File: config.mk
export PLATFORM = sky130hd
export DESIGN_NAME = rng_regs
export DESIGN_NICKNAME = d
export VERILOG_FILES = /design/src/rtl/rng_pkg.sv /design/src/rtl/rng_lfsr.sv /design/src/rtl/rng_pacer.sv /design/src/rtl/rng_hold.sv /design/src/rtl/rng_regs.sv
export SDC_FILE = /design/constraint.sdc
export NUM_CORES = 1
export LEC_CHECK = 0
export BUFFER_PORTS_ARGS = -buffer_cell sky130_fd_sc_hd__buf_2
export CORE_MARGIN = 5
export CORE_UTILIZATION = 53
export DETAILED_ROUTE_END_ITERATION = 8
export GPL_ROUTABILITY_DRIVEN = 0
export PLACE_DENSITY = 0.87
export SYNTH_ARGS = -nofsm -noshare
export SYNTH_HDL_FRONTEND = slang
export SYNTH_SLANG_ARGS = --single-unit
File: constraint.sdc
create_clock -name clk -period 1.7 [get_ports clk]
set_input_delay 0.255 -clock clk [delete_from_list [all_inputs] [get_ports clk]]
set_output_delay 0.255 -clock clk [all_outputs]
set_load 0.01 [all_outputs]
File: src/rtl/rng_pkg.sv
`timescale 1ns/1ps
package rng_pkg;
  typedef enum logic [1:0] {
    SEL_CTRL  = 2'd0,
    SEL_STAT  = 2'd1,
    SEL_DATA  = 2'd2,
    SEL_NONE  = 2'd3
  } reg_sel_e;

  localparam int PRESENT_POS = 6;
  localparam int ENABLE_POS  = 0;
  localparam int READY_POS   = 0;
endpackage

File: src/rtl/rng_lfsr.sv
`timescale 1ns/1ps
module rng_lfsr #(
  parameter int          W     = 16,
  parameter logic [W-1:0] SEED = 16'hACE1,
  parameter logic [W-1:0] TAPS = 16'hB400
) (
  input  logic         clk,
  input  logic         rst_n,
  input  logic         adv,
  output logic [W-1:0] state
);
  function automatic logic [W-1:0] next_state(input logic [W-1:0] s);
    logic [W-1:0] n;
    n = s >> 1;
    if (s[0]) n = n ^ TAPS;
    return n;
  endfunction

  always_ff @(posedge clk or negedge rst_n) begin
    if (!rst_n)   state <= SEED;
    else if (adv) state <= next_state(state);
  end

  // the state holds while stepping is off
  a_r8_lfsr_hold: assert property (@(posedge clk) disable iff (!rst_n)
    !adv |=> $stable(state));
  // a step never reaches the all-zero lock-up state
  a_r7_lfsr_nonzero: assert property (@(posedge clk) disable iff (!rst_n)
    adv |=> state != '0);
endmodule

File: src/rtl/rng_pacer.sv
`timescale 1ns/1ps
module rng_pacer #(
  parameter int PERIOD = 8
) (
  input  logic clk,
  input  logic rst_n,
  input  logic en,
  output logic tick
);
  localparam int CW = (PERIOD > 2) ? $clog2(PERIOD) : 1;
  localparam logic [CW-1:0] LAST = CW'(PERIOD - 1);

  logic [CW-1:0] cnt;

  assign tick = en && (cnt == LAST);

  always_ff @(posedge clk or negedge rst_n) begin
    if (!rst_n)      cnt <= '0;
    else if (!en)    cnt <= '0;
    else if (tick)   cnt <= '0;
    else             cnt <= cnt + 1'b1;
  end

  // the count restarts after a disable
  a_r8_pacer_restart: assert property (@(posedge clk) disable iff (!rst_n)
    !en |=> cnt == '0);
  // the count never runs past the period
  a_r7_pacer_bound: assert property (@(posedge clk) disable iff (!rst_n)
    cnt <= LAST);
endmodule

File: src/rtl/rng_hold.sv
`timescale 1ns/1ps
module rng_hold #(
  parameter int DW = 8
) (
  input  logic          clk,
  input  logic          rst_n,
  input  logic          en,
  input  logic          fresh,
  input  logic [DW-1:0] fresh_byte,
  input  logic          taken,
  output logic          ready,
  output logic [DW-1:0] value
);
  always_ff @(posedge clk or negedge rst_n) begin
    if (!rst_n)      ready <= 1'b0;
    else if (!en)    ready <= 1'b0;
    else if (fresh)  ready <= 1'b1;
    else if (taken)  ready <= 1'b0;
  end

  always_ff @(posedge clk or negedge rst_n) begin
    if (!rst_n)      value <= '0;
    else if (fresh)  value <= fresh_byte;
  end

  // disabled generator shows no waiting byte
  a_r8_idle_clear: assert property (@(posedge clk) disable iff (!rst_n)
    !en |=> !ready);
  // a data read with no new byte consumes the flag
  a_r6_read_clears: assert property (@(posedge clk) disable iff (!rst_n)
    (taken && !fresh) |=> !ready);
  // a delivered byte is stored and flagged
  a_r7_capture: assert property (@(posedge clk) disable iff (!rst_n)
    fresh |=> ready && (value == $past(fresh_byte)));
  // the byte holds when nothing is delivered
  a_r8_value_hold: assert property (@(posedge clk) disable iff (!rst_n)
    !fresh |=> $stable(value));
endmodule

File: src/rtl/rng_regs.sv
`timescale 1ns/1ps
module rng_regs
  import rng_pkg::*;
#(
  parameter int          ADDR_W        = 2,
  parameter int          DATA_W        = 8,
  parameter int          LFSR_W        = 16,
  parameter logic [15:0] LFSR_SEED     = 16'hACE1,
  parameter logic [15:0] LFSR_TAPS     = 16'hB400,
  parameter int          SAMPLE_PERIOD = 8,
  parameter bit          PRESENT       = 1'b1
) (
  input  logic              clk,
  input  logic              rst_n,
  input  logic [ADDR_W-1:0] addr,
  input  logic              wr_en,
  input  logic [DATA_W-1:0] wr_data,
  input  logic              rd_en,
  output logic [DATA_W-1:0] rd_data
);
  localparam logic [LFSR_W-1:0] SEED_W = LFSR_W'(LFSR_SEED);
  localparam logic [LFSR_W-1:0] TAPS_W = LFSR_W'(LFSR_TAPS);

  reg_sel_e sel;
  logic     ctrl_wr, data_rd;
  logic     en_q;
  logic     fresh;
  logic     ready;
  logic [LFSR_W-1:0] lfsr_state;
  logic [DATA_W-1:0] held;
  logic [DATA_W-1:0] rd_next;
  logic [DATA_W-1:0] unused_wr_bits;

  function automatic reg_sel_e decode(input logic [ADDR_W-1:0] a);
    if (a > ADDR_W'(2)) return SEL_NONE;
    return reg_sel_e'(a[1:0]);
  endfunction

  function automatic logic [DATA_W-1:0] ctrl_byte(input logic en);
    logic [DATA_W-1:0] b;
    b = '0;
    b[PRESENT_POS] = PRESENT;
    b[ENABLE_POS]  = en;
    return b;
  endfunction

  function automatic logic [DATA_W-1:0] stat_byte(input logic rdy);
    logic [DATA_W-1:0] b;
    b = '0;
    b[READY_POS] = rdy;
    return b;
  endfunction

  assign sel            = decode(addr);
  assign ctrl_wr        = wr_en && (sel == SEL_CTRL);
  assign data_rd        = rd_en && (sel == SEL_DATA);
  assign unused_wr_bits = wr_data;

  always_ff @(posedge clk or negedge rst_n) begin
    if (!rst_n)       en_q <= 1'b0;
    else if (ctrl_wr) en_q <= wr_data[ENABLE_POS];
  end

  rng_lfsr #(.W(LFSR_W), .SEED(SEED_W), .TAPS(TAPS_W)) u_lfsr (
    .clk(clk), .rst_n(rst_n), .adv(en_q), .state(lfsr_state)
  );

  rng_pacer #(.PERIOD(SAMPLE_PERIOD)) u_pacer (
    .clk(clk), .rst_n(rst_n), .en(en_q), .tick(fresh)
  );

  rng_hold #(.DW(DATA_W)) u_hold (
    .clk(clk), .rst_n(rst_n), .en(en_q), .fresh(fresh),
    .fresh_byte(lfsr_state[DATA_W-1:0]), .taken(data_rd),
    .ready(ready), .value(held)
  );

  always_comb begin
    unique case (sel)
      SEL_CTRL: rd_next = ctrl_byte(en_q);
      SEL_STAT: rd_next = stat_byte(ready);
      SEL_DATA: rd_next = held;
      default:  rd_next = '0;
    endcase
  end

  always_ff @(posedge clk or negedge rst_n) begin
    if (!rst_n)     rd_data <= '0;
    else if (rd_en) rd_data <= rd_next;
  end

  // the enable bit follows the written bit 0
  a_r3_enable_write: assert property (@(posedge clk) disable iff (!rst_n)
    ctrl_wr |=> en_q == $past(wr_data[ENABLE_POS]));
  // enable changes only through a control write
  a_r9_enable_only_ctrl: assert property (@(posedge clk) disable iff (!rst_n)
    !ctrl_wr |=> $stable(en_q));
  // the presence bit reads back on control reads
  a_r2_present: assert property (@(posedge clk) disable iff (!rst_n)
    (rd_en && sel == SEL_CTRL) |=> rd_data[PRESENT_POS] == PRESENT);
  // read data holds without a read strobe
  a_r4_hold: assert property (@(posedge clk) disable iff (!rst_n)
    !rd_en |=> $stable(rd_data));
  // the unmapped address reads zero
  a_r1_unmapped: assert property (@(posedge clk) disable iff (!rst_n)
    (rd_en && sel == SEL_NONE) |=> rd_data == '0);
endmodule

# Word-level counts from Yosys, hierarchy flattened
# Cells that the tools add are included.
op_classes:
  n_lt_le_gt_ge: 1
  n_mux: 10
  multipliers: 0
  div_mod_pow: 0
  add_sub_neg: 1
  eq_ne: 4
  n_bitwise: 1
  n_shift: 0
  reduce_logical: 4
ops:
  columns: ["cell", "n"]
  rows:
  - ["8-bit one-hot mux with 3 select lines", 1]
  - ["16-bit 2-to-1 mux", 1]
  - ["3-bit 2-to-1 mux", 2]
  - ["1-bit 2-to-1 mux", 4]
  - ["2-bit 2-to-1 mux", 2]
  - ["3-bit inverter with 4-bit output", 1]
  - ["3-bit by 1-bit adder with 3-bit output (second input constant)", 1]
  - ["3-bit == test (second input constant)", 1]
  - ["1-bit logical AND", 3]
  - ["3-bit by 2-bit != test with 1-bit output (second input constant)", 1]
  - ["2-bit by 1-bit == test with 1-bit output (second input constant)", 1]
  - ["2-bit == test (second input constant)", 1]
  - ["2-bit greater-than comparator (second input constant)", 1]
  - ["2-bit logical NOT", 1]
totals:
  output_inout_bits: 8
  n_memories: 0
  mem_bits_ro: 0
  ramBits: 0
  latch_bits: 0
  ff_bits: 37
  inputBits: 14

# Depth between registers and ports, before layout
# Gate-level depths: netlist of the first run.
logic_depth:
  depth_word: 8
  ltp_mapped: 4

# By module
# From an unflattened synthesis of the first run, not the netlist that was laid out.
unflattened:
  hier_cells: 96
  hier_area_um2: 1535.2
modules_own_cells:
  columns: ["mod", "cells_per_inst", "seq_area_each_um2", "instances", "area_each_um2"]
  rows:
  - ["rng_lfsr", 40, 410.4, 1, 655.6]
  - ["rng_regs", 27, 225.2, 1, 374.1]
  - ["rng_hold", 20, 225.2, 1, 370.4]
  - ["rng_pacer", 9, 75.1, 1, 135.1]

# Least setup slack after synthesis of the first run
# OpenSTA, ideal clock, no wires.
synth_timing:
  path_kind: "flip-flop to flip-flop"
  startpoint: "register u_pacer.cnt[0]"
  endpoint: "register u_hold.value[0]"
  path_buffers: 0
  slack_ps: 329
  arrival_time_ps: 1247
  stages_incl_launch_ff: 5
  period_less_slack_ps: 1371
  cell_sequence: "dfrtp_1 > ha_1 > ha_1 > nand2_4 > mux2_2"
synth_via:
  elab_chain_cells: 2
synth_lines:
  columns: ["element", "line_no", "source"]
  rows:
  - ["from (decl)", "rng_pacer.sv:13", "logic [CW-1:0] cnt;"]
  - ["from (signal assigned)", "rng_pacer.sv:21", "else cnt <= cnt + 1'b1;"]
  - ["3-bit == test", "rng_pacer.sv:15", "assign tick = en && (cnt == LAST);"]
  - ["1-bit logical AND", "rng_pacer.sv:15", null]
  - ["to (signal assigned)", "rng_hold.sv:23", "else if (fresh) value <= fresh_byte;"]
  - ["to (decl)", "rng_hold.sv:12", "output logic [DW-1:0] value"]
# Every way passes these cells.
# A chain may end at the register's enable or synchronous reset.

# Worst setup path in the final report of the first run
layout_timing:
  startpoint: "register u_pacer.cnt[0]"
  endpoint: "register u_hold.value[2]"
# Same word-level chain as after synthesis.

==> flow_metrics.env, run 1 <==
export IMPL_outcome="completed"
export IMPL_drtPass1Iterations=4
export IMPL_ys_types=25
export IMPL_finalWirelength_um=2320
export IMPL_fin_worst_skew_ps=15.9
export IMPL_yosysWarnings=0
export IMPL_whs_path_depth=2
export IMPL_finalPower_mw=2.31
export IMPL_critPathMaxFanout=8
export IMPL_finalHoldViolations=0
export IMPL_synth_seq_cells=37
export IMPL_slowest_stage="dfrtp_1"
export IMPL_clockBufferDepth=2
export IMPL_via_per_inst=5.46
export IMPL_synth_area_um2=1500
export IMPL_cp_start_kind="register"
export IMPL_layout_drive_gt1_share_pct=46.8
export IMPL_critical_path_class="reg2reg"
export IMPL_grt_pass1_wl_um=4410
export IMPL_num_antenna_cells=0
export IMPL_die_w_um=63.3
export IMPL_synth_top_area_share_pct=48.3
export IMPL_grt_max_degree=22
export IMPL_htree_num_levels=2
export IMPL_route_detailed_drc=0
export IMPL_cts_buffers=5
export IMPL_rsz0062_at_grt="no"
export IMPL_final_cell_mix="29 x dfrtp_1, 22 x mux2_2, 14 x buf_2"
export IMPL_worst_ep_required_time_ps=1910
export IMPL_syn_nets=119
export IMPL_grt_ovfl_total=0
export IMPL_cts_tree="done"
export IMPL_worstRegToRegCells=4
export IMPL_utilization_pct=60.9
export IMPL_relSlewSlack_pct=71.2
export IMPL_synth_area_leaders="dfrtp_1 48%, mux2_2 16%, dfstp_2 14%"
export IMPL_antenna_found_initial=0
export IMPL_final_common_cell="dfrtp_1"
export IMPL_crit_family="adder cells"
export IMPL_hp_class="in2reg"
export IMPL_port_buffers=14
export IMPL_reg2reg_from="u_pacer.cnt[0]"
export IMPL_p_sw_uw=610
export IMPL_critPathMaxStageDelay_ps=400
export IMPL_power_density_nw_per_um2=1390
export IMPL_p_clk_share_pct=20.0
export IMPL_vdd_drop_max_uv=1030
export IMPL_intPower_mw=1.70
export IMPL_yosysTopAreaCell="dfrtp_1"
export IMPL_avgSynthCellArea_um2=14.6
export IMPL_finalSetupViolCount=0
export IMPL_critPathCaptureType="register"
export IMPL_core_area_um2=2730
export IMPL_cp_depth=4
export IMPL_startpoint="u_pacer.cnt[0]"
export IMPL_clk_latency_ps=330
export IMPL_synthToLayoutAreaGrowth_pct=10.6
export IMPL_cp_cell_sequence="ha_1 -> ha_1 -> nand2_4 -> mux2_2"
export IMPL_rows=19
export IMPL_fp_dieH_um=63.3
export IMPL_worst_pin_slew_ps=432
export IMPL_die_area_um2=4000
export IMPL_max_cap_viol_count=0
export IMPL_tns_ps=0
export IMPL_clock_sinks=37
export IMPL_grt_pass1_vias=988
export IMPL_arrival_ps=1700
export IMPL_drt_iter0_drc=45
export IMPL_fin_crit_sh_pct=87.6
export IMPL_seqPwrFrac_pct=59.9
export IMPL_whs_ps=156
export IMPL_hold_start="addr[0]"
export IMPL_report_final_slew_viol_count=0
export IMPL_via_count=847
export IMPL_layout_nets=139
export IMPL_crit_buf_inv=0
export IMPL_combPwrFrac_pct=20.1
export IMPL_syn_inst=103
export IMPL_place_hpwl_um=1700
export IMPL_cts_root_buf="clkbuf_4"
export IMPL_max_freq_mhz=671
export IMPL_switching_share_pct=26.4
export IMPL_wire_per_inst_um=15.0
export IMPL_grtUsageTotal_pct=14.2
export IMPL_fill_cells=213
export IMPL_pin_count=22
export IMPL_timing_final_crit_period_ps=1490
export IMPL_initial_core_util_pct=55.0
export IMPL_cp_common_cell="ha_1"
export IMPL_yosysSeqAreaShare_pct=62.2
export IMPL_ant_nets=0
export IMPL_path_clk_slew_ps=100
export IMPL_p_leak_nw=0.777
[state kept, by name, summed over array words and instances, names as in the netlist]
name,flops
u_lfsr.state,16
rd_data,8
u_hold.value,8
u_pacer.cnt,3
en_q,1
u_hold.ready,1
[metal layers]
metal	global-route usage [%]	part of all wire, %	up-vias	wire (um)
li1	-	-	398	-
met5	0	0	-	0
met4	10.9	3.0	0	70
met3	4.26	5.3	5	124
met2	22.6	51	21	1170
met1	15.9	41	423	952
[cell usage after synthesis (all sizes together)]
cell and number:
ha 2, mux2i 1, nand4b 1, mux2 22
clkbuf 1, nand2b 3, inv 1, nor2 3
buf 4, o21a 1, o31a 1, o2bb2ai 6
dfstp 8, o311ai 1, dfrtp 29, nor2b 1
nand2 7, o31ai 1, and3b 2, a21oi 3
nor3b 2, xnor2 3
[cell families after synthesis]
kind of cell / synth area share (%)
buffers and inverters: 2.91
AOI/OAI and AO/OA: 6.74
xor gates and xnor gates: 1.75
muxes: 17.1
adders and majority gates: 1.66
and+or+nand+nor: 7.57
DFF: 62.2
[metrics by stage]
step / std cells / area (um^2) / setup WS (ps)
finish: 155 / 1660 / 210
global route: 155 / 1660 / 142
CTS: 155 / 1660 / 207
detailed placement: 146 / 1600 / 215
global placement: 146 / 1600 / 266
floorplan: 103 / 1500 / 329
[final cells by class]
class                           count  area, um^2  share of cell area (%)
Multi-Input combinational cell     60         524                    31.5
Tap cell                           31        38.8                    2.33
Inverter                            1        3.75                   0.226
Timing Repair Buffer               18         103                    6.17
Sequential cell                    37         936                    56.2
Clock buffer                        8        58.8                    3.53
[power by group through the flow]
stage	Combinational, mW	Clock (mW)	Sequential, mW
3_5_place_dp	0.470	0	1.40
3_3_place_gp	0.441	0	1.38
4_1_cts	0.477	0.482	1.39
2_1_floorplan	0.428	0	1.32
5_1_grt	0.523	0.527	1.42
6_report	0.465	0.461	1.38
[worst paths after layout]
check / slack (ps) / end
min in group asynchronous: 380 / u_hold.value[3]
hold / removal: 160 / rd_data[6]
hold reg to reg: 460 / u_pacer.cnt[0]
setup reg to reg: 210 / u_hold.value[2]
max in group asynchronous: 740 / u_lfsr.state[5]
setup / recovery: 210 / u_hold.value[2]
[what timing repair did]
item / 4_1_cts / 5_1_grt
hold buffers: 1 / 0
setup buffers: 0 / 0
resized for setup: 0 / 0
hold endpoints to repair: 15 / 0
No activity file was read; power rests on OpenSTA's default activity.
==> run 2, diff against run 1 <==
- CORE_UTILIZATION: 53 -> 49
- PLACE_DENSITY: 0.87 -> 0.85
- clock period: 1.7 -> 1.3 ns (I/O delays scaled with it)
==> run 2 against run 1 <==
Compared with the run above:
- highest routed layer unchanged
- the run now ends with negative setup slack left
- utilization shrank 1.5 points
- sequential power grew 32%
- count of clock-buffer cells in the layout shrank 2
- register-to-register slack lost 220 ps
- fmax grew 13%
- worst setup slack lost 220 ps
==> flow_metrics.env, run 2 (synthesized netlist as in run 1, its figures left out) <==
export IMPL_crit_family="flip-flops"
export IMPL_initial_core_util_pct=50.1
export IMPL_critical_path_class="reg2reg"
export IMPL_clock_sinks=37
export IMPL_finalSetupViolCount=2
export IMPL_grt_pass1_vias=951
export IMPL_final_cell_mix="29 x dfrtp_1, 15 x mux2_2, 14 x buf_2"
export IMPL_critPathCaptureType="register"
export IMPL_grt_pass1_wl_um=4310
export IMPL_switching_share_pct=26.3
export IMPL_worst_pin_slew_ps=513
export IMPL_cp_cell_sequence="ha_2 -> ha_4 -> nand2_8 -> mux2_4"
export IMPL_htree_num_levels=2
export IMPL_finalHoldViolations=0
export IMPL_design_area_um2=1780
export IMPL_power_density_nw_per_um2=1840
export IMPL_cts_buffers=5
export IMPL_p_leak_nw=0.828
export IMPL_p_clk_share_pct=23.4
export IMPL_relSlewSlack_pct=65.8
export IMPL_critPathMaxFanout=8
export IMPL_cts_tree="done"
export IMPL_finalPower_mw=3.29
export IMPL_die_area_um2=4280
export IMPL_max_freq_mhz=762
export IMPL_slowest_stage="dfrtp_1"
export IMPL_worst_ep_required_time_ps=1520
export IMPL_cts_root_buf="clkbuf_4"
export IMPL_final_common_cell="dfrtp_1"
export IMPL_combPwrFrac_pct=21.3
export IMPL_ant_nets=0
export IMPL_reg_largest_list="u_lfsr.state (16), rd_data (8), u_hold.value (8)"
export IMPL_worstRegToRegCells=4
export IMPL_via_per_inst=5.44
export IMPL_route_detailed_drc=0
export IMPL_rsz0062_at_grt="yes"
export IMPL_cp_depth=4
export IMPL_antenna_found_initial=0
export IMPL_grt_ovfl_total=0
export IMPL_wire_per_inst_um=16.1
export IMPL_core_area_um2=3000
export IMPL_report_final_slew_viol_count=0
export IMPL_crit_buf_inv=0
export IMPL_die_w_um=65.4
export IMPL_grtUsageTotal_pct=13.8
export IMPL_dpl_cell_area_um2=1660
export IMPL_largest_register_ffs=16
export IMPL_path_clk_slew_ps=100
export IMPL_num_antenna_cells=0
export IMPL_seqPwrFrac_pct=55.3
export IMPL_vdd_drop_max_uv=799
export IMPL_outcome="finished, violations left"
export IMPL_clk_latency_ps=350
export IMPL_via_count=882
export IMPL_place_hpwl_um=1850
export IMPL_clockBufferDepth=2
export IMPL_cp_start_kind="register"
export IMPL_tns_ps=-22.1
export IMPL_max_cap_viol_count=0
export IMPL_critPathMaxStageDelay_ps=400
export IMPL_fp_dieH_um=65.4
export IMPL_grt_max_degree=25
export IMPL_drt_iter0_drc=45
export IMPL_pin_count=22
export IMPL_layout_drive_gt1_share_pct=51.2
export IMPL_rows=20
export IMPL_timing_final_crit_period_ps=1310
export IMPL_arrival_ps=1530
export IMPL_violations="negative setup slack"
export IMPL_intPower_mw=2.43
export IMPL_regMostFlops="u_lfsr.state"
export IMPL_layout_nets=144
export IMPL_drtPass1Iterations=4
export IMPL_whs_path_depth=2
export IMPL_finalWirelength_um=2610
export IMPL_fin_crit_sh_pct=101
export IMPL_synthToLayoutAreaGrowth_pct=18.6
export IMPL_port_buffers=14
export IMPL_p_sw_uw=864
export IMPL_fin_worst_skew_ps=19.4
export IMPL_hp_class="in2reg"
export IMPL_setup_ws_ps=-12.9
## run 2: cell count changes in the layout (fill, tap and decap cells not counted), sizes merged
cell | previous run | this run
buf | 17 | 22
clkbuf | 8 | 6
bufinv | 0 | 1
clkinv | 0 | 1
## run 2: power by group through the flow
| stage | combinational [mW] | clock, mW | sequential [mW] |
|---|---|---|---|
| 2_1_floorplan | 0.566 | 0 | 1.73 |
| 3_3_place_gp | 0.631 | 0 | 1.80 |
| 3_5_place_dp | 0.675 | 0 | 1.83 |
| 4_1_cts | 0.699 | 0.789 | 1.81 |
| 5_1_grt | 0.778 | 0.836 | 1.87 |
| 6_report | 0.700 | 0.772 | 1.82 |
## run 2: final timing paths
kind	start	end	slack, ps
max	u_pacer.cnt[0]	u_hold.value[7]	-10
min	wr_data[0]	en_q	90
max reg2reg	u_pacer.cnt[0]	u_hold.value[7]	-10
min reg2reg	rd_data[1]	rd_data[1]	500
max in group asynchronous	rst_n	u_lfsr.state[3]	430
min in group asynchronous	rst_n	u_lfsr.state[1]	340
## run 2: area by class of cell
cell class / instances / area, um^2
clock buffers: 6 / 41.3
clock inverters: 2 / 35.0
fillers: 235 / 1220
inverters: 1 / 3.75
multi-input cells: 60 / 574
flip-flops and latches: 37 / 936
well taps: 33 / 41.3
repair buffers: 23 / 153
## run 2: per-stage QoR
step | utilization (%) | setup WS (ps) | hold WS [ps] | instances
after global placement | 55.1 | -6.93 | 186 | 152
final | 59.4 | -12.9 | 91.9 | 162
after floorplan | - | 32.4 | -101 | 103
after detailed placement | 55.1 | -46.1 | 199 | 152
after CTS | 58.8 | -9.14 | 79.8 | 162
after global routing | 59.4 | -55.2 | 86.6 | 162
## run 2: layer usage
| metal | track usage, % | wire length, um | vias up |
|---|---|---|---|
| li1 | - | - | 414 |
| met1 | 14.5 | 1110 | 448 |
| met2 | 24.4 | 1320 | 15 |
| met3 | 5.81 | 130 | 5 |
| met4 | 5.44 | 46 | 0 |
| met5 | 0 | 0 | - |
## run 2: timing repair
action / 4_1_cts / 5_1_grt
pin swaps: 1 / 1
endpoints found under the setup margin: 8 / 8
hold buffers: 1 / 0
endpoints found under the hold margin: 14 / 0
gates cloned: 0 / 0
resized for setup: 3 / 5
buffers inserted: 1 / 0
